**src/rtl/i2c_cfg_pkg.sv**
```systemverilog
package i2c_cfg_pkg;

    localparam int WORD_W   = 16;
    localparam int BYTE_W   = 8;
    localparam int NUM_REGS = 12;

    typedef logic [WORD_W-1:0] word_t;

    // Slot order fixes the position of each word on the flat output bus
    localparam word_t REG_MAP [NUM_REGS] = '{
        16'h0002, 16'h0004, 16'h0006, 16'h0008, 16'h000C, 16'h0010,
        16'h0014, 16'h0016, 16'h0018, 16'h0020, 16'h0022, 16'h0060
    };

    typedef enum logic [2:0] {
        ST_IDLE,
        ST_DEV,
        ST_DEV_ACK,
        ST_RX,
        ST_RX_ACK,
        ST_TX,
        ST_TX_ACK,
        ST_HOLD
    } tgt_state_e;

    typedef struct packed {
        tgt_state_e        state;
        logic [3:0]        bitcnt;
        logic [BYTE_W-1:0] shreg;
        logic [2:0]        byte_idx;
        logic              rw;
        word_t             ptr;
        logic [BYTE_W-1:0] data_hi;
        logic [BYTE_W-1:0] tx;
        logic [BYTE_W-1:0] tx_lo;
        logic              tx_second;
        logic              m_ack;
        logic              sda_oe;
        logic              wr_en;
        word_t             wr_data;
    } tgt_regs_t;

endpackage

```
**src/rtl/i2c_line_sync.sv**
```systemverilog
module i2c_line_sync #(
    parameter int STAGES = 2
) (
    input  logic clk,
    input  logic rst,
    input  logic scl_i,
    input  logic sda_i,
    output logic scl_s,
    output logic sda_s,
    output logic scl_rise,
    output logic scl_fall,
    output logic start_det,
    output logic stop_det
);

    localparam int PIPE_W = STAGES + 1;

    logic [PIPE_W-1:0] scl_pipe_d, scl_pipe_q;
    logic [PIPE_W-1:0] sda_pipe_d, sda_pipe_q;

    always_comb begin
        scl_pipe_d = {scl_pipe_q[PIPE_W-2:0], scl_i};
        sda_pipe_d = {sda_pipe_q[PIPE_W-2:0], sda_i};
    end

    always_ff @(posedge clk) begin
        if (rst) begin
            scl_pipe_q <= '1;
            sda_pipe_q <= '1;
        end else begin
            scl_pipe_q <= scl_pipe_d;
            sda_pipe_q <= sda_pipe_d;
        end
    end

    logic scl_prev, sda_prev;

    assign scl_s    = scl_pipe_q[STAGES-1];
    assign sda_s    = sda_pipe_q[STAGES-1];
    assign scl_prev = scl_pipe_q[STAGES];
    assign sda_prev = sda_pipe_q[STAGES];

    assign scl_rise  = scl_s && !scl_prev;
    assign scl_fall  = !scl_s && scl_prev;
    assign start_det = scl_s && scl_prev && sda_prev && !sda_s;
    assign stop_det  = scl_s && scl_prev && !sda_prev && sda_s;

endmodule

```
**src/rtl/i2c_target_fsm.sv**
```systemverilog
module i2c_target_fsm
    import i2c_cfg_pkg::*;
#(
    parameter logic [6:0] DEV_ADDR = 7'b0000111
) (
    input  logic  clk,
    input  logic  rst,
    input  logic  scl_s,
    input  logic  sda_s,
    input  logic  scl_rise,
    input  logic  scl_fall,
    input  logic  start_det,
    input  logic  stop_det,
    input  word_t rd_data,
    output word_t ptr,
    output logic  wr_en,
    output word_t wr_data,
    output logic  sda_oe
);

    localparam logic [3:0] LAST_BIT = 4'd7;
    localparam logic [3:0] FULL_CNT = 4'd8;
    localparam logic [2:0] IDX_SAT  = 3'd4;

    tgt_regs_t q, d;

    always_comb begin
        d       = q;
        d.wr_en = 1'b0;
        if (start_det) begin
            d.state    = ST_DEV;
            d.bitcnt   = '0;
            d.byte_idx = '0;
            d.sda_oe   = 1'b0;
        end else if (stop_det) begin
            d.state  = ST_IDLE;
            d.sda_oe = 1'b0;
        end else begin
            case (q.state)
                ST_IDLE: ;
                ST_DEV, ST_RX: begin
                    if (scl_rise && q.bitcnt < FULL_CNT) begin
                        d.shreg  = {q.shreg[BYTE_W-2:0], sda_s};
                        d.bitcnt = q.bitcnt + 4'd1;
                    end
                    if (scl_fall && q.bitcnt == FULL_CNT) begin
                        if (q.state == ST_RX) begin
                            d.sda_oe = 1'b1;
                            d.state  = ST_RX_ACK;
                        end else if (q.shreg[7:1] == DEV_ADDR) begin
                            d.rw     = q.shreg[0];
                            d.sda_oe = 1'b1;
                            d.state  = ST_DEV_ACK;
                        end else begin
                            d.state = ST_IDLE;
                        end
                    end
                end
                ST_DEV_ACK: begin
                    if (scl_fall) begin
                        d.bitcnt = '0;
                        if (q.rw) begin
                            d.tx        = rd_data[15:8];
                            d.tx_lo     = rd_data[7:0];
                            d.tx_second = 1'b0;
                            d.sda_oe    = ~rd_data[15];
                            d.state     = ST_TX;
                        end else begin
                            d.sda_oe   = 1'b0;
                            d.byte_idx = '0;
                            d.state    = ST_RX;
                        end
                    end
                end
                ST_RX_ACK: begin
                    if (scl_fall) begin
                        d.sda_oe = 1'b0;
                        d.bitcnt = '0;
                        d.state  = ST_RX;
                        case (q.byte_idx)
                            3'd0: d.ptr[15:8] = q.shreg;
                            3'd1: d.ptr[7:0]  = q.shreg;
                            3'd2: d.data_hi   = q.shreg;
                            3'd3: begin
                                d.wr_en   = 1'b1;
                                d.wr_data = {q.data_hi, q.shreg};
                            end
                            default: ;
                        endcase
                        if (q.byte_idx != IDX_SAT) d.byte_idx = q.byte_idx + 3'd1;
                    end
                end
                ST_TX: begin
                    if (scl_fall) begin
                        d.bitcnt = q.bitcnt + 4'd1;
                        d.tx     = {q.tx[BYTE_W-2:0], 1'b0};
                        if (q.bitcnt == LAST_BIT) begin
                            d.sda_oe = 1'b0;
                            d.state  = ST_TX_ACK;
                        end else begin
                            d.sda_oe = ~q.tx[BYTE_W-2];
                        end
                    end
                end
                ST_TX_ACK: begin
                    if (scl_rise) d.m_ack = !sda_s;
                    if (scl_fall) begin
                        if (q.m_ack && !q.tx_second) begin
                            d.tx        = q.tx_lo;
                            d.tx_second = 1'b1;
                            d.bitcnt    = '0;
                            d.sda_oe    = ~q.tx_lo[BYTE_W-1];
                            d.state     = ST_TX;
                        end else begin
                            d.state = ST_HOLD;
                        end
                    end
                end
                ST_HOLD: ;
                default: d.state = ST_IDLE;
            endcase
        end
    end

    always_ff @(posedge clk) begin
        if (rst) q <= '0;
        else     q <= d;
    end

    assign ptr     = q.ptr;
    assign wr_en   = q.wr_en;
    assign wr_data = q.wr_data;
    assign sda_oe  = q.sda_oe;

    AST_DRIVE_CHANGE_SCL_LOW: assert property (@(posedge clk) disable iff (rst)
        !$stable(q.sda_oe) |-> (!scl_s || $past(start_det || stop_det)));
    AST_IDLE_NO_DRIVE: assert property (@(posedge clk) disable iff (rst)
        (q.state == ST_IDLE) |-> !q.sda_oe);
    AST_COMMIT_AFTER_ACK: assert property (@(posedge clk) disable iff (rst)
        q.wr_en |-> ($past(q.sda_oe) && !q.sda_oe && $past(q.state) == ST_RX_ACK));
    AST_RELEASE_FOR_MASTER_ACK: assert property (@(posedge clk) disable iff (rst)
        (q.state == ST_TX_ACK || q.state == ST_HOLD) |-> !q.sda_oe);

endmodule

```
**src/rtl/cfg_reg_file.sv**
```systemverilog
module cfg_reg_file
    import i2c_cfg_pkg::*;
#(
    parameter int N = NUM_REGS
) (
    input  logic              clk,
    input  logic              rst,
    input  logic              wr_en,
    input  word_t             wr_addr,
    input  word_t             wr_data,
    input  word_t             rd_addr,
    output word_t             rd_data,
    output logic [N*WORD_W-1:0] words
);

    logic [N-1:0][WORD_W-1:0] words_d, words_q;
    logic [N-1:0]             wr_hit;
    logic [N-1:0]             rd_hit;

    for (genvar g = 0; g < N; g++) begin : g_slot
        assign wr_hit[g] = (wr_addr == REG_MAP[g]);
        assign rd_hit[g] = (rd_addr == REG_MAP[g]);
        assign words[g*WORD_W +: WORD_W] = words_q[g];

        AST_HOLD_UNLESS_WRITTEN: assert property (@(posedge clk) disable iff (rst)
            !(wr_en && wr_hit[g]) |=> $stable(words_q[g]));
    end

    always_comb begin
        words_d = words_q;
        rd_data = '0;
        for (int i = 0; i < N; i++) begin
            if (wr_en && wr_hit[i]) words_d[i] = wr_data;
            if (rd_hit[i])          rd_data    = rd_data | words_q[i];
        end
    end

    always_ff @(posedge clk) begin
        if (rst) words_q <= '0;
        else     words_q <= words_d;
    end

endmodule

```
**src/rtl/i2c_cfg_regbank.sv**
```systemverilog
module i2c_cfg_regbank
    import i2c_cfg_pkg::*;
#(
    parameter logic [6:0] DEV_ADDR    = 7'b0000111,
    parameter int         SYNC_STAGES = 2
) (
    input  logic                         clk,
    input  logic                         rst,
    input  logic                         scl_i,
    input  logic                         sda_i,
    output logic                         sda_oe,
    output logic [NUM_REGS*WORD_W-1:0]   cfg_words
);

    logic  scl_s, sda_s, scl_rise, scl_fall, start_det, stop_det;
    word_t ptr, rd_data, wr_data;
    logic  wr_en;

    i2c_line_sync #(.STAGES(SYNC_STAGES)) u_sync (
        .clk       (clk),
        .rst       (rst),
        .scl_i     (scl_i),
        .sda_i     (sda_i),
        .scl_s     (scl_s),
        .sda_s     (sda_s),
        .scl_rise  (scl_rise),
        .scl_fall  (scl_fall),
        .start_det (start_det),
        .stop_det  (stop_det)
    );

    i2c_target_fsm #(.DEV_ADDR(DEV_ADDR)) u_fsm (
        .clk       (clk),
        .rst       (rst),
        .scl_s     (scl_s),
        .sda_s     (sda_s),
        .scl_rise  (scl_rise),
        .scl_fall  (scl_fall),
        .start_det (start_det),
        .stop_det  (stop_det),
        .rd_data   (rd_data),
        .ptr       (ptr),
        .wr_en     (wr_en),
        .wr_data   (wr_data),
        .sda_oe    (sda_oe)
    );

    cfg_reg_file #(.N(NUM_REGS)) u_regs (
        .clk     (clk),
        .rst     (rst),
        .wr_en   (wr_en),
        .wr_addr (ptr),
        .wr_data (wr_data),
        .rd_addr (ptr),
        .rd_data (rd_data),
        .words   (cfg_words)
    );

endmodule

```
**config.mk**
```make
export PLATFORM = sky130hd
export DESIGN_NAME = i2c_cfg_regbank
export DESIGN_NICKNAME = d
export VERILOG_FILES = /design/src/rtl/i2c_cfg_pkg.sv /design/src/rtl/i2c_line_sync.sv /design/src/rtl/i2c_target_fsm.sv /design/src/rtl/cfg_reg_file.sv /design/src/rtl/i2c_cfg_regbank.sv
export SDC_FILE = /design/constraint.sdc
export NUM_CORES = 1
export LEC_CHECK = 0
export BUFFER_PORTS_ARGS = -buffer_cell sky130_fd_sc_hd__buf_2
export CORE_MARGIN = 3
export CORE_UTILIZATION = 30
export CTS_CLUSTER_SIZE = 24
export DETAILED_ROUTE_END_ITERATION = 16
export PLACE_DENSITY = 0.58
export SYNTH_ARGS = -nofsm -noshare
export SYNTH_HDL_FRONTEND = slang
export SYNTH_HIERARCHICAL = 1
export SYNTH_SLANG_ARGS = --single-unit
```
**constraint.sdc**
```tcl
create_clock -name clk -period 2.8 [get_ports clk]
set_input_delay 0.28 -clock clk [delete_from_list [all_inputs] [get_ports clk]]
set_output_delay 0.28 -clock clk [all_outputs]
set_load 0.1 [all_outputs]
```
==> results of run 1 <==
-- stage by stage --
stage	cell area, um2	utilization	hold slack (ns)	cells
3_5_place_dp	14000	0.347	0.388	2138
3_3_place_gp	14000	0.347	0.390	2138
4_1_cts	14900	0.371	0.0601	2193
6_report	15000	0.372	0.0663	2193
2_1_floorplan	12400	-	0.377	1489
5_1_grt	15000	0.372	0.0902	2193
-- repair_timing --
item | 4_1_cts | 5_1_grt
resized for setup | 0 | 7
hold buffers | 2 | 0
hold endpoints to repair | 2 | 0
endpoints found under the setup margin | 0 | 1
-- synthesized netlist by cell type (4+ instances only) --
master / instances
a21boi_0: 4
a21oi_1: 182
a221oi_1: 14
a222oi_1: 21
a22o_1: 13
a22oi_1: 45
and3_1: 4
buf_2: 33
buf_4: 36
clkbuf_1: 81
dfxtp_1: 276
ha_1: 7
inv_1: 11
mux2i_1: 87
nand2_1: 334
nand2b_1: 8
nand3_1: 36
nand3b_1: 4
nand4_1: 19
nor2_1: 110
nor2b_1: 11
nor3_1: 26
nor4_1: 13
nor4_4: 8
o21ai_0: 9
o22ai_1: 10
or2_1: 8
or2_2: 5
or3_1: 7
or4_1: 7
or4b_2: 4
-- path summary, 6_finish.rpt --
kind,start,to,cells after the start
max reg2reg,u_fsm/ptr[12],u_fsm/q[28],9
max,u_fsm/ptr[12],u_fsm/q[28],9
min,rst,u_fsm/q[37],2
min reg2reg,u_sync/sda_pipe_q[0],u_sync/sda_pipe_q[1],1
-- cell families (layout without fill, tap and decap cells) --
kind of cell             after synthesis  after routing  synth area share
buffers and inverters                168            347            0.0673
multiplexers                          87             87            0.0705
AND/OR/NAND/NOR                      630            630             0.243
adder cells (fa/ha/maj)                7              7           0.00709
AO/OA/AOI/OAI                        321            321             0.165
flip-flops                           276            276             0.447
-- worst max-delay path: stages, from the launching register on --
cell and delay (ns):
dfxtp_1 0.34, or4_1 0.59, buf_12 0.21, or2_1 0.28, nor3_1 0.30, buf_4 0.23, a22oi_1 0.14, nand4_1 0.15
a32oi_1 0.07, a211oi_1 0.26
-- registers in the layout (all words and copies together), names as in the netlist --
signal / count
u_regs/words: 192
u_fsm/q: 44
u_fsm/ptr: 16
u_fsm/wr_data: 16
u_sync/scl_pipe_q: 3
u_sync/sda_pipe_q: 3
u_fsm/sda_oe: 1
u_fsm/wr_en: 1
-- power groups by stage --
| stage | Combinational [mW] | Sequential (mW) | Clock [mW] |
|---|---|---|---|
| global route | 0.111 | 3.93 | 4.05 |
| detailed placement | 0.0999 | 4.02 | 0 |
| finish | 0.102 | 3.93 | 3.83 |
| global placement | 0.0994 | 4.02 | 0 |
| floorplan | 0.0732 | 4.02 | 0 |
| CTS | 0.102 | 3.93 | 3.90 |
-- metal layers --
metal	GRT usage	wire length [um]	share of wire	vias to the layer above
li1	-	-	-	5509
met1	0.277	19600	0.41	5699
met2	0.333	21800	0.46	615
met3	0.0350	4400	0.093	87
met4	0.0647	1540	0.033	0
met5	0	0	0	-
-- final cells by class --
| type | count | area [um2] | share of cell area |
|---|---|---|---|
| inverter | 11 | 41.3 | 0.00276 |
| timing repair buffer | 283 | 1740 | 0.116 |
| clock buffer | 44 | 863 | 0.0577 |
| multi-input combinational | 1045 | 6050 | 0.404 |
| tap | 525 | 657 | 0.0439 |
| sequential | 276 | 5530 | 0.369 |
| clock inverter | 9 | 85.1 | 0.00569 |
==> qor.csv, run 1 <==
stage,metric,value,unit
placement,Placer Congestion,0.942,
die,num ports,197,
timing,final setup margin,0.130,ns
synth,Synth area leaders,"dfxtp_1, nand2_1, a21oi_1, mux2i_1, nor2_1",
power,maximum VDD drop,0.406,mV
layout,# diodes,0,
clock_tree,"Clk Latency, worst-skew pair",0.56,ns
placement,post-DP HPWL,34.8,mm
synth,ys flop type,dfxtp_1,
synth,syn_nets,1500,
detailed_routing,1st-iter DRT viols,1315,
timing,Period minus WS final,2.67,ns
synth,share of the synthesized area in the top cell type,0.447,
run,Max Cap Viol,0,
clock_tree,clock slew at reported path FFs,0.06,ns
global_route,first-pass GRT wire length,69.7,mm
clock_tree,H-Tree Level Count,1,
power,Sw Pwr,1.71,mW
setup_path,critical path arrival,3.13,ns
layout,nets@finish,1658,
clock_tree,CTS tree,yes,
clock_tree,number of CTS-inserted buffers,30,
die,Rows,73,
global_route,pin count of the biggest net entering global routing,161,
synth,warnings from Yosys,6,
synth,Synth Register Bits,276,
power,Cell Pwr Density,526,nW/um2
setup_path,WP data required,3.26,ns
clock_tree,Longest Clk Path Bufs,3,
global_route,gr ovfl total,0,
placement,dpl ws,0.131,ns
timing,Max Slew Vio Count,0,
setup_path,Crit Path Category,flip-flop to flip-flop,
die,Die H,209,um
die,Die W,209,um
global_route,vias in the first global route,10900,
synth,"Seq/Total Area, Yosys",0.447,
die,initial cell density of the core,0.307,
synth,most area-hungry cell type in the Yosys netlist,dfxtp_1,
detailed_routing,Via density,5.43,
timing,fmax,375,MHz
clock_tree,CTS root buf,clkbuf_16,
layout,ratio of cells with drive above 1 in the final layout,0.216,
placement,IO buf count,196,
die,Core Area,40200,um2
synth,cells after synthesis,1489,
detailed_routing,routed via count,11900,
power,Flop pwr share,0.500,
timing,Final Hold Viols,0,
global_route,initial antenna violation count,0,
detailed_routing,drt total wl,47.4,mm
power,Clk pwr share,0.487,
clock_tree,CTS Sinks,276,
power,combinational power share,0.013,
worst_hold_path,HP Class,primary input to flip-flop,
timing,final period utilization,0.954,
synth,Syn Area/Cell,8.30,um2
detailed_routing,DR DRC count,0,
timing,relative slew slack,0.398,
setup_path,Worst Path Max Fanout,20,
layout,most frequent cells in the layout,"nand2_1, dfxtp_1, buf_2",
outcome,run status,completed,
die,die footprint,43700,um2
setup_path,Startpoint Class,flip-flop,
detailed_routing,routed length per placed instance,21.6,um
synth,number of distinct library cells after synthesis,68,
layout,Filler cells,4145,
power,switching fraction of total power,0.217,
synth,Post-synth EDFFs,0,
timing,setup tns final,0,ns
setup_path,"setup slack, reg-to-reg",0.13,ns
timing,final setup fails,0,
synth,ys async rst share,0,
global_route,Overall Global Routing Usage,0.204,
timing,RSZ-0062 raised after global routing,false,
setup_path,Worst setup EP type,flip-flop,
power,Pleak,5.86,nW
power,internal power,6.17,mW
power,Pwr Total,7.87,mW
synth,Syn Std Cell Area,12400,um2
timing,Worst-Margin Slew,0.902,ns
layout,"most common cell after layout, fill and taps aside",nand2_1,
layout,P&R area growth vs syn,21.1,%
detailed_routing,Detailed Routing Iterations Pass 1,6,
timing,skew final,0.00988,ns
clock_tree,Post-CTS Setup Inserts,0,
detailed_routing,antenna-violating nets left,0,
Note: power is estimated with default switching activity, not from simulation.
==> run 2: changes to the inputs <==
--- a/config.mk
+++ b/config.mk
@@ -10,6 +10,7 @@
 export CORE_UTILIZATION = 30
 export CTS_CLUSTER_SIZE = 24
 export DETAILED_ROUTE_END_ITERATION = 16
+export HOLD_SLACK_MARGIN = 0.08
 export PLACE_DENSITY = 0.58
 export SYNTH_ARGS = -nofsm -noshare
 export SYNTH_HDL_FRONTEND = slang
==> constraint.sdc (replaced) <==
create_clock -name clk -period 2.5 [get_ports clk]
set_input_delay 0.25 -clock clk [delete_from_list [all_inputs] [get_ports clk]]
set_output_delay 0.25 -clock clk [all_outputs]
set_load 0.1 [all_outputs]
==> qor.csv, run 2 (synthesized netlist as in run 1, its figures left out) <==
stage,metric,value,unit,change
global_route,initial antenna violation count,1,,+1
layout,most frequent cells in the layout,"nand2_1, dfxtp_1, buf_2",,
global_route,gr ovfl total,0,,unchanged
die,die footprint,43700,um2,unchanged
placement,Placed Area,14200,um2,+1.6%
setup_path,Worst setup EP type,flip-flop,,
timing,Worst Hold Slack,0.388,ns,+0.321 ns
timing,Period minus WS final,2.43,ns,-0.238 ns
layout,P&R area growth vs syn,25.2,%,
die,num ports,197,,unchanged
timing,final period utilization,0.973,,+0.0192
timing,setup tns final,0,ns,unchanged
timing,relative slew slack,0.334,,-0.0636
detailed_routing,routed length per placed instance,22.1,um,+2.1%
setup_path,Crit Path Category,flip-flop to flip-flop,,
global_route,Overall Global Routing Usage,0.210,,+0.00537
timing,Final Hold Viols,0,,unchanged
power,maximum VDD drop,0.520,mV,+28%
detailed_routing,routed via count,12200,,+2.4%
layout,"non-filler cells, final",2228,,+1.6%
power,Cell Pwr Density,606,nW/um2,+15%
detailed_routing,1st-iter DRT viols,1505,,+14%
layout,ratio of cells with drive above 1 in the final layout,0.240,,+0.0237
global_route,vias in the first global route,11000,,+1.3%
detailed_routing,Via density,5.48,,+0.82%
clock_tree,CTS root buf,clkbuf_16,,
worst_hold_path,HP Class,flip-flop to flip-flop,,
detailed_routing,antenna-violating nets left,0,,unchanged
setup_path,"setup slack, reg-to-reg",0.07,ns,-0.06 ns
layout,"most common cell after layout, fill and taps aside",nand2_1,,
die,initial cell density of the core,0.307,,unchanged
global_route,pin count of the biggest net entering global routing,161,,unchanged
detailed_routing,drt total wl,49.2,mm,+3.8%
placement,post-DP HPWL,36.0,mm,+3.4%
setup_path,Worst Path Max Fanout,9,,-55%
clock_tree,"Clk Latency, worst-skew pair",0.57,ns,about the same
clock_tree,H-Tree Level Count,1,,unchanged
detailed_routing,Detailed Routing Iterations Pass 1,8,,+2
layout,# diodes,0,,unchanged
clock_tree,CTS Sinks,276,,unchanged
clock_tree,clock slew at reported path FFs,0.06,ns,about the same
timing,Max Slew Vio Count,0,,unchanged
setup_path,Startpoint Class,flip-flop,,
clock_tree,number of CTS-inserted buffers,31,,+3.3%
detailed_routing,DR DRC count,0,,unchanged
die,Die H,209,um,unchanged
timing,fmax,411,MHz,+9.8%
clock_tree,Longest Clk Path Bufs,3,,unchanged
placement,IO buf count,196,,unchanged
layout,Filler cells,4084,,-1.5%
layout,Register Area,5530,um2,+0.11%
timing,skew final,0.0243,ns,+0.0145 ns
layout,fin area,15500,um2,+3.4%
timing,final setup fails,0,,unchanged
setup_path,WP data required,2.99,ns,-0.27 ns
die,Rows,73,,unchanged
clock_tree,CTS tree,yes,,
outcome,run status,completed,,
power,Pleak,6.11,nW,+4.1%
layout,Multi-input gate area,6170,um2,+1.9%
layout,nets@finish,1690,,+1.9%
run,Max Cap Viol,0,,unchanged
global_route,first-pass GRT wire length,72.0,mm,+3.4%
placement,Placer Congestion,0.967,,+2.7%
placement,Post-Place Cells,2159,,+0.98%
setup_path,critical path arrival,2.92,ns,-0.21 ns
timing,Worst-Margin Slew,0.999,ns,+0.0973 ns
die,Core Area,40200,um2,unchanged
layout,max reg flops,192,,unchanged
die,Die W,209,um,unchanged
layout,Layout Utilization,0.385,,+0.0126
-- run 2: final timing paths --
check                    endpoint  cells past startpoint            startpoint
min          u_sync/scl_pipe_q[1]                      1  u_sync/scl_pipe_q[0]
max reg2reg           u_fsm/q[33]                      9         u_fsm/ptr[11]
max                   u_fsm/q[33]                      9         u_fsm/ptr[11]
min reg2reg  u_sync/scl_pipe_q[1]                      1  u_sync/scl_pipe_q[0]
-- run 2: timing repair --
item,CTS,global route
gates cloned,0,2
hold buffers,5,0
resized for setup,2,22
endpoints found under the setup margin,2,14
hold endpoints to repair,10,0
setup buffers,0,5
pin swaps,0,7
-- run 2: stage by stage --
stage / total power, mW / setup slack (ns)
finish: 9.37 / 0.0683
global route: 9.64 / -0.000919
CTS: 9.43 / 0.00363
detailed placement: 4.62 / -0.0194
global placement: 4.61 / -0.0166
floorplan: 4.58 / 0.0252
-- run 2: report_power, final --
part	total (mW)	internal [mW]	switching [mW]
clock network	4.85	2.93	1.92
logic	0.117	0.0252	0.0915
registers	4.41	4.40	0.00431
total	9.37	7.36	2.01
-- run 2: routing by layer --
metal / GRT usage / part of all wire / wire [um] / up-vias
met5: 0 / 0 / 0 / -
met3: 0.0317 / 0.091 / 4470 / 110
met4: 0.0737 / 0.039 / 1900 / 0
met2: 0.335 / 0.45 / 22200 / 689
li1: - / - / - / 5610
met1: 0.289 / 0.42 / 20600 / 5790
-- run 2: layout make-up --
type                            instances  share of cell area
Multi-Input combinational cell       1047               0.399
Sequential cell                       276               0.358
Timing Repair Buffer                  312               0.129
Clock buffer                           42              0.0554
Tap cell                              525              0.0425
Clock inverter                         15              0.0149
Inverter                               11             0.00267
-- run 2: worst max-delay path, cell delays in order (launching register included) --
cell and delay, ns:
dfxtp_2 0.35, or4_4 0.62, or2_4 0.30, buf_4 0.17
nor3_1 0.18, buf_4 0.22, a22oi_1 0.12, nand4_1 0.12
a221oi_1 0.09, nor3_1 0.19
==> run 3: changes to the inputs <==
--- a/config.mk
+++ b/config.mk
@@ -5,13 +5,14 @@
 export SDC_FILE = /design/constraint.sdc
 export NUM_CORES = 1
 export LEC_CHECK = 0
-export BUFFER_PORTS_ARGS = -buffer_cell sky130_fd_sc_hd__buf_2
-export CORE_MARGIN = 3
+export ABC_AREA = 1
+export CORE_MARGIN = 2
 export CORE_UTILIZATION = 30
 export CTS_CLUSTER_SIZE = 24
 export DETAILED_ROUTE_END_ITERATION = 16
+export DONT_BUFFER_PORTS = 1
 export HOLD_SLACK_MARGIN = 0.08
-export PLACE_DENSITY = 0.58
+export PLACE_DENSITY = 0.54
 export SYNTH_ARGS = -nofsm -noshare
 export SYNTH_HDL_FRONTEND = slang
 export SYNTH_HIERARCHICAL = 1
==> qor.csv, run 3 <==
stage,metric,value,unit,change
die,die footprint,47400,um2,+8.7%
synth,Syn Std Cell Area,13700,um2,+11%
synth,Post-synth top cells,"nand2_1, dfxtp_1, inv_1",,
synth,warnings from Yosys,6,,unchanged
synth,number of distinct library cells after synthesis,36,,-47%
setup_path,Worst Path Max Fanout,10,,+1
clock_tree,CTS root buf,clkbuf_16,,
timing,Max Slew Vio Count,0,,unchanged
detailed_routing,Detailed Routing Iterations Pass 1,6,,-2
synth,"Seq/Total Area, Yosys",0.403,,-0.0444
setup_path,Crit Path Category,flip-flop to flip-flop,,
synth,Syn Area/Cell,6.88,um2,-17%
setup_path,Startpoint Class,flip-flop,,
setup_path,CP cell instances,inv_1 -> nor2_1 -> nand2_1 -> nor2_2 -> buf_4 -> nand3_1 -> nand2_1 -> nor2_1 -> nand3_1 -> nand2_1 -> nor2_1 -> nor2_1 -> nand2_1 -> nand2_1 -> nor2_1,,
timing,skew final,0.0104,ns,-0.0139 ns
synth,cells after synthesis,1995,,+34%
detailed_routing,antenna-violating nets left,0,,unchanged
synth,Synth Register Bits,276,,unchanged
timing,Period minus WS final,2.19,ns,-0.241 ns
layout,nets@finish,2115,,+25%
setup_path,Stages on worst setup path,15,,+6
synth,syn_nets,2006,,+34%
layout,max reg flops,192,,unchanged
die,Rows,78,,+6.8%
clock_tree,CTS tree,yes,,
setup_path,"Slowest-stage cell, CP",dfxtp_1,,
layout,# diodes,0,,unchanged
synth,Synth area leaders,"dfxtp_1, nand2_1, inv_1, nor2_1, nand3_1",,
detailed_routing,Via density,4.88,,-11%
synth,most common cell in the synthesized netlist,nand2_1,,
synth,ys flop type,dfxtp_1,,
die,initial cell density of the core,0.303,,-0.00453
layout,ratio of cells with drive above 1 in the final layout,0.171,,-0.0690
global_route,vias in the first global route,11900,,+8.0%
clock_tree,number of CTS-inserted buffers,31,,unchanged
die,num ports,197,,unchanged
power,Cell Pwr Density,625,nW/um2,+3.1%
clock_tree,H-Tree Level Count,1,,unchanged
worst_hold_path,hold path cells,3,,+2
placement,Placer Congestion,0.932,,-3.7%
global_route,first-pass GRT wire length,78.0,mm,+8.3%
die,Die W,218,um,+4.3%
clock_tree,"Clk Latency, worst-skew pair",0.58,ns,about the same
layout,P&R area growth vs syn,20.7,%,
power,maximum VDD drop,0.521,mV,+0.20%
global_route,initial antenna violation count,2,,+1
layout,"most common cell after layout, fill and taps aside",nand2_1,,
clock_tree,CTS Sinks,276,,unchanged
timing,RSZ-0062 raised after global routing,false,,
global_route,gr ovfl total,0,,unchanged
setup_path,R2R depth,15,,+6
power,Pwr Total,10.3,mW,+10%
setup_path,"delay-heaviest family, CP",simple AND/OR/NAND/NOR gates,,
setup_path,Worst setup EP type,flip-flop,,
worst_hold_path,HP Class,primary input to flip-flop,,
placement,IO buf count,0,,-100%
timing,Final Hold Viols,0,,unchanged
layout,fin area,16500,um2,+7.0%
clock_tree,Longest Clk Path Bufs,3,,unchanged
layout,Register Area,5530,um2,-0.11%
setup_path,Worst Path Buf+Inv,2,,unchanged
die,Core Area,45300,um2,+13%
synth,most area-hungry cell type in the Yosys netlist,dfxtp_1,,
detailed_routing,routed length per placed instance,19.5,um,-11%
clock_tree,clock slew at reported path FFs,0.06,ns,about the same
global_route,Overall Global Routing Usage,0.220,,+0.00984
power,Pleak,7.52,nW,+23%
detailed_routing,1st-iter DRT viols,1328,,-12%
timing,relative slew slack,0.275,,-0.0592
setup_path,critical path arrival,2.71,ns,-0.21 ns
run,Max Cap Viol,0,,unchanged
detailed_routing,routed via count,13300,,+9.2%
placement,Placed Area,15400,um2,+8.6%
timing,final period utilization,0.876,,-0.0965
synth,ys async rst share,0,,unchanged
global_route,pin count of the biggest net entering global routing,102,,-37%
detailed_routing,drt total wl,53.3,mm,+8.4%
layout,Multi-input gate area,6240,um2,+1.2%
setup_path,WP data required,3.02,ns,+0.03 ns
die,Die H,218,um,+4.3%
timing,Worst-Margin Slew,1.09,ns,+0.0873 ns
outcome,run status,completed,,
detailed_routing,DR DRC count,0,,unchanged
layout,most frequent cells in the layout,"nand2_1, dfxtp_1, inv_1",,
synth,Post-synth EDFFs,0,,unchanged
placement,post-DP HPWL,38.2,mm,+6.1%
synth,share of the synthesized area in the top cell type,0.403,,-0.0444
timing,setup tns final,0,ns,unchanged
setup_path,Critical Path Max Stage Delay,0.43,ns,-0.19 ns
timing,final setup fails,0,,unchanged
layout,Filler cells,4812,,+18%
timing,fmax,457,MHz,+11%
clock_tree,Post-CTS Setup Inserts,0,,unchanged
run 3: cell types whose count changed after synthesis, sizes merged, moves of 35 or more:
| cell | change |
|---|---|
| nand3 | +151 |
| inv | +272 |
| nand4 | +50 |
| clkbuf | -35 |
| a22oi | -45 |
| o21ai | +168 |
| mux2i | -87 |
| buf | +40 |
| nor2 | +174 |
run 3: area by class of cell:
type                    count  area share
clock buffers              46      0.0557
clock inverters            10     0.00922
inverters                 284      0.0645
multi-input cells        1273       0.377
flip-flops and latches    276       0.334
well taps                 600      0.0454
repair buffers            238       0.114
run 3: worst reg2reg max path: stages (launching register included):
cell	delay, ns
dfxtp_1	0.43
inv_1	0.10
nor2_1	0.14
nand2_1	0.10
nor2_2	0.33
buf_4	0.26
nand3_1	0.11
nand2_1	0.12
nor2_1	0.05
nand3_1	0.07
nand2_1	0.05
nor2_1	0.11
nor2_1	0.06
nand2_1	0.06
nand2_1	0.05
nor2_1	0.09
run 3: path summary, 6_finish.rpt:
| path | from | endpoint | slack [ns] |
|---|---|---|---|
| worst max-delay path | u_fsm/ptr[2] | u_fsm/q[30] | 0.31 |
| worst min-delay path | rst | u_regs/words[53] | 0.12 |
| worst max register to register | u_fsm/ptr[2] | u_fsm/q[30] | 0.31 |
| worst min register to register | u_sync/scl_pipe_q[0] | u_sync/scl_pipe_q[1] | 0.41 |
run 3: metal layers:
layer,vias up,global-route usage,wire (um),part of all wire
met4,0,0.0875,2350,0.044
met2,518,0.340,23300,0.44
li1,6572,-,-,-
met1,6133,0.296,23000,0.43
met5,-,0,0,0
met3,97,0.0477,4640,0.087
run 3: kinds of logic (layout without fill, tap and decap cells):
family | after synthesis | in the layout | synth area share
simple gates | 910 | 910 | 0.313
flops | 276 | 276 | 0.403
compound gates | 356 | 356 | 0.135
buf+inv | 446 | 578 | 0.143
fa+ha+maj | 7 | 7 | 0.00639
run 3: what timing repair did:
| item | 4_1_cts | 5_1_grt |
|---|---|---|
| endpoints found under the setup margin | 0 | 1 |
| hold endpoints to repair | 68 | 0 |
| gates resized for setup | 0 | 1 |
| hold buffers | 5 | 0 |
run 3: power by group:
group	switching [mW]	internal (mW)	total [mW]
combinational	0.638	0.264	0.902
sequential	0.0815	4.48	4.56
clock	1.93	2.94	4.87
run 3: through the flow:
step	hold WS (ns)	std cells	setup slack, ns	util
CTS	0.0906	2727	0.250	0.365
global placement	0.363	2666	0.346	0.340
detailed placement	0.364	2666	0.341	0.340
finish	0.122	2727	0.310	0.365
floorplan	0.347	1995	0.691	-
global route	0.127	2727	0.0195	0.365
